## config.mk

```make
export PLATFORM = sky130hd
export DESIGN_NAME = acc_core
export DESIGN_NICKNAME = d
export VERILOG_FILES = /design/src/rtl/acc_pkg.sv /design/src/rtl/acc_alu.sv /design/src/rtl/acc_branch.sv /design/src/rtl/acc_core.sv
export SDC_FILE = /design/constraint.sdc
export NUM_CORES = 1
export LEC_CHECK = 0
export BUFFER_PORTS_ARGS = -buffer_cell sky130_fd_sc_hd__buf_4
export CORE_ASPECT_RATIO = 0.8
export CORE_MARGIN = 8
export CORE_UTILIZATION = 40
export CTS_CLUSTER_SIZE = 16
export DETAILED_ROUTE_END_ITERATION = 8
export SLEW_MARGIN = 15
export SYNTH_ARGS = -nofsm -noshare
export SYNTH_HDL_FRONTEND = slang
export SYNTH_HIERARCHICAL = 1
export SYNTH_SLANG_ARGS = --single-unit
export TNS_END_PERCENT = 30
```

## constraint.sdc

```tcl
create_clock -name clk -period 3 [get_ports clk]
set_clock_uncertainty 0.05 [all_clocks]
set_input_delay 0.6 -clock clk [delete_from_list [all_inputs] [get_ports clk]]
set_output_delay 0.6 -clock clk [all_outputs]
set_load 0.05 [all_outputs]
```

## src/rtl/acc_pkg.sv

```systemverilog
package acc_pkg;
    localparam int DATA_W = 16;
    localparam int ADDR_W = 12;
    localparam int OP_W   = DATA_W - ADDR_W;

    localparam logic [OP_W-1:0] OP_LOAD  = 4'b0000;
    localparam logic [OP_W-1:0] OP_STORE = 4'b0001;
    localparam logic [OP_W-1:0] OP_ADD   = 4'b0010;
    localparam logic [OP_W-1:0] OP_SUB   = 4'b0011;
    localparam logic [OP_W-1:0] OP_JUMP  = 4'b0100;
    localparam logic [OP_W-1:0] OP_JPOS  = 4'b0101;
    localparam logic [OP_W-1:0] OP_JNZ   = 4'b0110;
    localparam logic [OP_W-1:0] OP_STOP  = 4'b0111;

    typedef enum logic [1:0] {
        ST_FETCH  = 2'd0,
        ST_DECODE = 2'd1,
        ST_EXEC   = 2'd2,
        ST_HALT   = 2'd3
    } phase_t;

    typedef struct packed {
        phase_t              phase;
        logic [ADDR_W-1:0]   pc;
        logic [DATA_W-1:0]   acc;
        logic [DATA_W-1:0]   ir;
    } core_regs_t;
endpackage

```

## src/rtl/acc_alu.sv

```systemverilog
module acc_alu
    import acc_pkg::*;
(
    input  logic [OP_W-1:0]   op,
    input  logic [DATA_W-1:0] acc_in,
    input  logic [DATA_W-1:0] operand,
    output logic [DATA_W-1:0] acc_out
);
    always_comb begin
        case (op)
            OP_LOAD: acc_out = operand;
            OP_ADD:  acc_out = acc_in + operand;
            OP_SUB:  acc_out = acc_in - operand;
            default: acc_out = acc_in;
        endcase
    end
endmodule

```

## src/rtl/acc_branch.sv

```systemverilog
module acc_branch
    import acc_pkg::*;
(
    input  logic [OP_W-1:0]   op,
    input  logic [DATA_W-1:0] acc_in,
    input  logic [ADDR_W-1:0] pc_seq,
    input  logic [ADDR_W-1:0] target,
    output logic [ADDR_W-1:0] pc_out,
    output logic              taken
);
    logic acc_nonneg;
    logic acc_nonzero;

    assign acc_nonneg  = ~acc_in[DATA_W-1];
    assign acc_nonzero = |acc_in;

    always_comb begin
        case (op)
            OP_JUMP: taken = 1'b1;
            OP_JPOS: taken = acc_nonneg;
            OP_JNZ:  taken = acc_nonzero;
            default: taken = 1'b0;
        endcase
        pc_out = taken ? target : pc_seq;
    end
endmodule

```

## src/rtl/acc_core.sv

```systemverilog
module acc_core
    import acc_pkg::*;
(
    input  logic              clk,
    input  logic              rst_n,
    output logic [11:0]       mem_addr,
    output logic [15:0]       mem_wdata,
    output logic              mem_we,
    input  logic [15:0]       mem_rdata,
    output logic              halted
);
    core_regs_t cur_q, nxt_d;

    logic [OP_W-1:0]   op_q;
    logic [ADDR_W-1:0] opnd_q;
    logic [DATA_W-1:0] alu_acc_d;
    logic [ADDR_W-1:0] br_pc_d;
    logic              br_taken_d;

    assign op_q   = cur_q.ir[DATA_W-1:ADDR_W];
    assign opnd_q = cur_q.ir[ADDR_W-1:0];

    acc_alu u_alu (
        .op      (op_q),
        .acc_in  (cur_q.acc),
        .operand (mem_rdata),
        .acc_out (alu_acc_d)
    );

    acc_branch u_branch (
        .op     (op_q),
        .acc_in (cur_q.acc),
        .pc_seq (cur_q.pc),
        .target (opnd_q),
        .pc_out (br_pc_d),
        .taken  (br_taken_d)
    );

    always_comb begin
        nxt_d     = cur_q;
        mem_addr  = cur_q.pc;
        mem_we    = 1'b0;
        mem_wdata = cur_q.acc;
        case (cur_q.phase)
            ST_FETCH: begin
                mem_addr    = cur_q.pc;
                nxt_d.phase = ST_DECODE;
            end
            ST_DECODE: begin
                nxt_d.ir    = mem_rdata;
                nxt_d.pc    = cur_q.pc + 1'b1;
                mem_addr    = mem_rdata[ADDR_W-1:0];
                nxt_d.phase = ST_EXEC;
            end
            ST_EXEC: begin
                mem_addr    = opnd_q;
                mem_we      = (op_q == OP_STORE);
                nxt_d.acc   = alu_acc_d;
                nxt_d.pc    = br_pc_d;
                nxt_d.phase = (op_q == OP_STOP) ? ST_HALT : ST_FETCH;
            end
            default: begin
                mem_addr    = cur_q.pc;
                nxt_d.phase = ST_HALT;
            end
        endcase
    end

    always_ff @(posedge clk) begin
        if (!rst_n) begin
            cur_q.phase <= ST_FETCH;
            cur_q.pc    <= '0;
            cur_q.acc   <= '0;
            cur_q.ir    <= '0;
        end else begin
            cur_q <= nxt_d;
        end
    end

    assign halted = (cur_q.phase == ST_HALT);

    AST_LOAD_TAKES_DATA: assert property (@(posedge clk) disable iff (!rst_n)
        (cur_q.phase == ST_EXEC && op_q == OP_LOAD) |=> cur_q.acc == $past(mem_rdata));
    AST_JUMP_TARGET: assert property (@(posedge clk) disable iff (!rst_n)
        (cur_q.phase == ST_EXEC && op_q == OP_JUMP) |=> cur_q.pc == $past(opnd_q));
    AST_HALT_STICKY: assert property (@(posedge clk) disable iff (!rst_n)
        halted |=> (halted && !mem_we && $stable(mem_addr)));
    AST_UNDEF_KEEPS_ACC: assert property (@(posedge clk) disable iff (!rst_n)
        (cur_q.phase == ST_EXEC && op_q[OP_W-1]) |=> $stable(cur_q.acc));
    AST_UNDEF_NO_WRITE: assert property (@(posedge clk) disable iff (!rst_n)
        (cur_q.phase == ST_EXEC && op_q[OP_W-1]) |-> !mem_we);
    AST_WE_SINGLE_PULSE: assert property (@(posedge clk) disable iff (!rst_n)
        mem_we |=> !mem_we);
endmodule

```

==> impl_metrics.ini <==
[status]
outcome = complete, no violations

[global_routing]
grt_pass1_vias = 3655
grt_max_degree = 29
antenna_found_initial = 0
gr-usage-all-layers = 0.172
grt_remaining_overflow = 0
grt_pass1_wl_um = 18900

[cells_and_area]
fillers = 919
syn2layout_area_growth_pct = 25.5
mostFrequentLayoutCell = buf_4
final_cells = 676
diodes = 0
drive_gt1_frac = 0.289
fin_nets = 596
final_cell_mix = buf_4 (103), nor2_1 (63), dfxtp_1 (46)

[worst_hold_path]
hold_class = reg2reg
hold_depth = 2
min_from = cur_q[8]$_SDFFE_PN0N_
min_to = cur_q[8]$_SDFFE_PN0N_

[worst_setup_path]
reg2regPathDepth = 15
cp.arrival_ns = 3.12
worstSetupPathType = in2reg
r2r_end = mem_wdata[12]$_SDFFE_PN0P_
required_ns = 3.14
r2r_slack_ns = 0.12
path_max_fanout = 5
critPathCaptureType = flip-flop
setup.worst_path.start = mem_rdata[3]
regToRegStartpoint = cur_q[15]$_SDFFE_PN0N_
cp-start-kind = input port

[synth]
syn-num-nets = 521
synthCells = 481
yosysWarnings = 6
avgSynthCellArea_um2 = 8.16
syn-cell-area_um2 = 3920

[floorplanning]
core_area_um2 = 9610
initial_core_util = 0.408
fp.dieH_um = 105
die_area_um2 = 13300
fp-row-count = 32
die_w_um = 127
pin_count = 48

[routing]
first_iter_violations = 268
wl_um = 11600
first_pass_iters = 6
wl_per_cell_um = 17.2
post_drt_via_cell_ratio = 5.76
drc = 0
routed-via-count = 3894
ant_nets = 0

[timing]
timing.slew.headroom = 0.614
period_minus_slack_ns = 2.98
tightest_slew_ns = 0.575
drv_slew = 0
min_period_over_period = 0.994
whs_ns = 0.442
setup_violations = 0
rsz0062_at_grt = yes
hold_viol = 0
fmax_ghz = 0.335

[place]
io_buffers = 47
placed_cells = 668
globalplace.congestion = 0.853
dp_hpwl_um = 8630

[clocking]
cts_tree = yes
clk_latency_ns = 0.30
cts.sinks = 46
cts_hold_buf = 0
numCtsBuffers = 5
cts.reportedPaths.clkPinSlew_ns = 0.07
cts_max_level = 2
clockBufferDepth = 2
cts_root_buf = clkbuf_16

[power]
peakVddDrop_uv = 263
powerDensity_nw_per_um2 = 485
power_mw = 2.39
p_leak_nw = 2.04

[job]
drv_cap = 0
## worst max-delay path: stages
cell and delay [ns]:
buf_8 0.10, nor4_4 0.39, and2_4 0.25, nor2_4 0.05, xnor2_2 0.13, ha_1 0.36
a21oi_2 0.25, nand2_2 0.12, o211ai_1 0.31, nand2b_1 0.11, xnor2_1 0.16, o21ai_1 0.10
mux2i_1 0.14, nor2_1 0.06
## per-layer routing
layer  wire, µm  vias up  share of wire  GRT usage
li1           -     1900              -          -
met1       5710     1871           0.49      0.246
met2       5170      112           0.44      0.259
met3        654       11          0.056     0.0340
met4        110        0         0.0094     0.0398
met5          0        -              0          0
## stage by stage
stage | setup TNS [ns] | utilization | setup WS (ns) | area, µm²
floorplan | 0 | - | 0.0523 | 3920
global placement | -1.53 | 0.484 | -0.253 | 4650
detailed placement | -1.50 | 0.484 | -0.228 | 4650
CTS | 0 | 0.501 | 0.0642 | 4820
global route | -0.524 | 0.512 | -0.0996 | 4920
finish | 0 | 0.512 | 0.0178 | 4920
## worst max path at each step
stage / to / slack [ns] / cells past startpoint
2_1_floorplan: mem_wdata[12]$_SDFFE_PN0P_ / 0.05 / 13
3_3_place_gp: mem_wdata[11]$_SDFFE_PN0P_ / -0.25 / 15
3_5_place_dp: mem_wdata[11]$_SDFFE_PN0P_ / -0.23 / 14
4_1_cts: mem_wdata[11]$_SDFFE_PN0P_ / 0.06 / 15
5_1_grt: mem_wdata[11]$_SDFFE_PN0P_ / -0.1 / 14
6_report: mem_wdata[11]$_SDFFE_PN0P_ / 0.02 / 14
## where the power goes
part	leakage [nW]	internal (mW)	total, mW	switching (mW)
clock	0.0842	0.395	0.659	0.264
combinational	1.58	0.395	1.02	0.620
sequential	0.375	0.657	0.715	0.0579
total	2.04	1.45	2.39	0.941
## sequential cells by signal (all words and copies together), names as in the netlist
register and cells:
cur_q 30, mem_wdata 16
## what timing repair did
item / in CTS / in global routing
setup buffers: 0 / 1
setup endpoints to repair: 0 / 9
gates resized for setup: 0 / 26
## layout make-up
| type | instances | area [µm²] | area share |
|---|---|---|---|
| Clock buffer | 5 | 125 | 0.0254 |
| Clock inverter | 3 | 43.8 | 0.00889 |
| Inverter | 15 | 56.3 | 0.0114 |
| Multi-Input combinational cell | 382 | 2820 | 0.572 |
| Sequential cell | 46 | 921 | 0.187 |
| Tap cell | 119 | 149 | 0.0302 |
| Timing Repair Buffer | 106 | 811 | 0.165 |
Note: power is estimated with default switching activity, not from simulation.
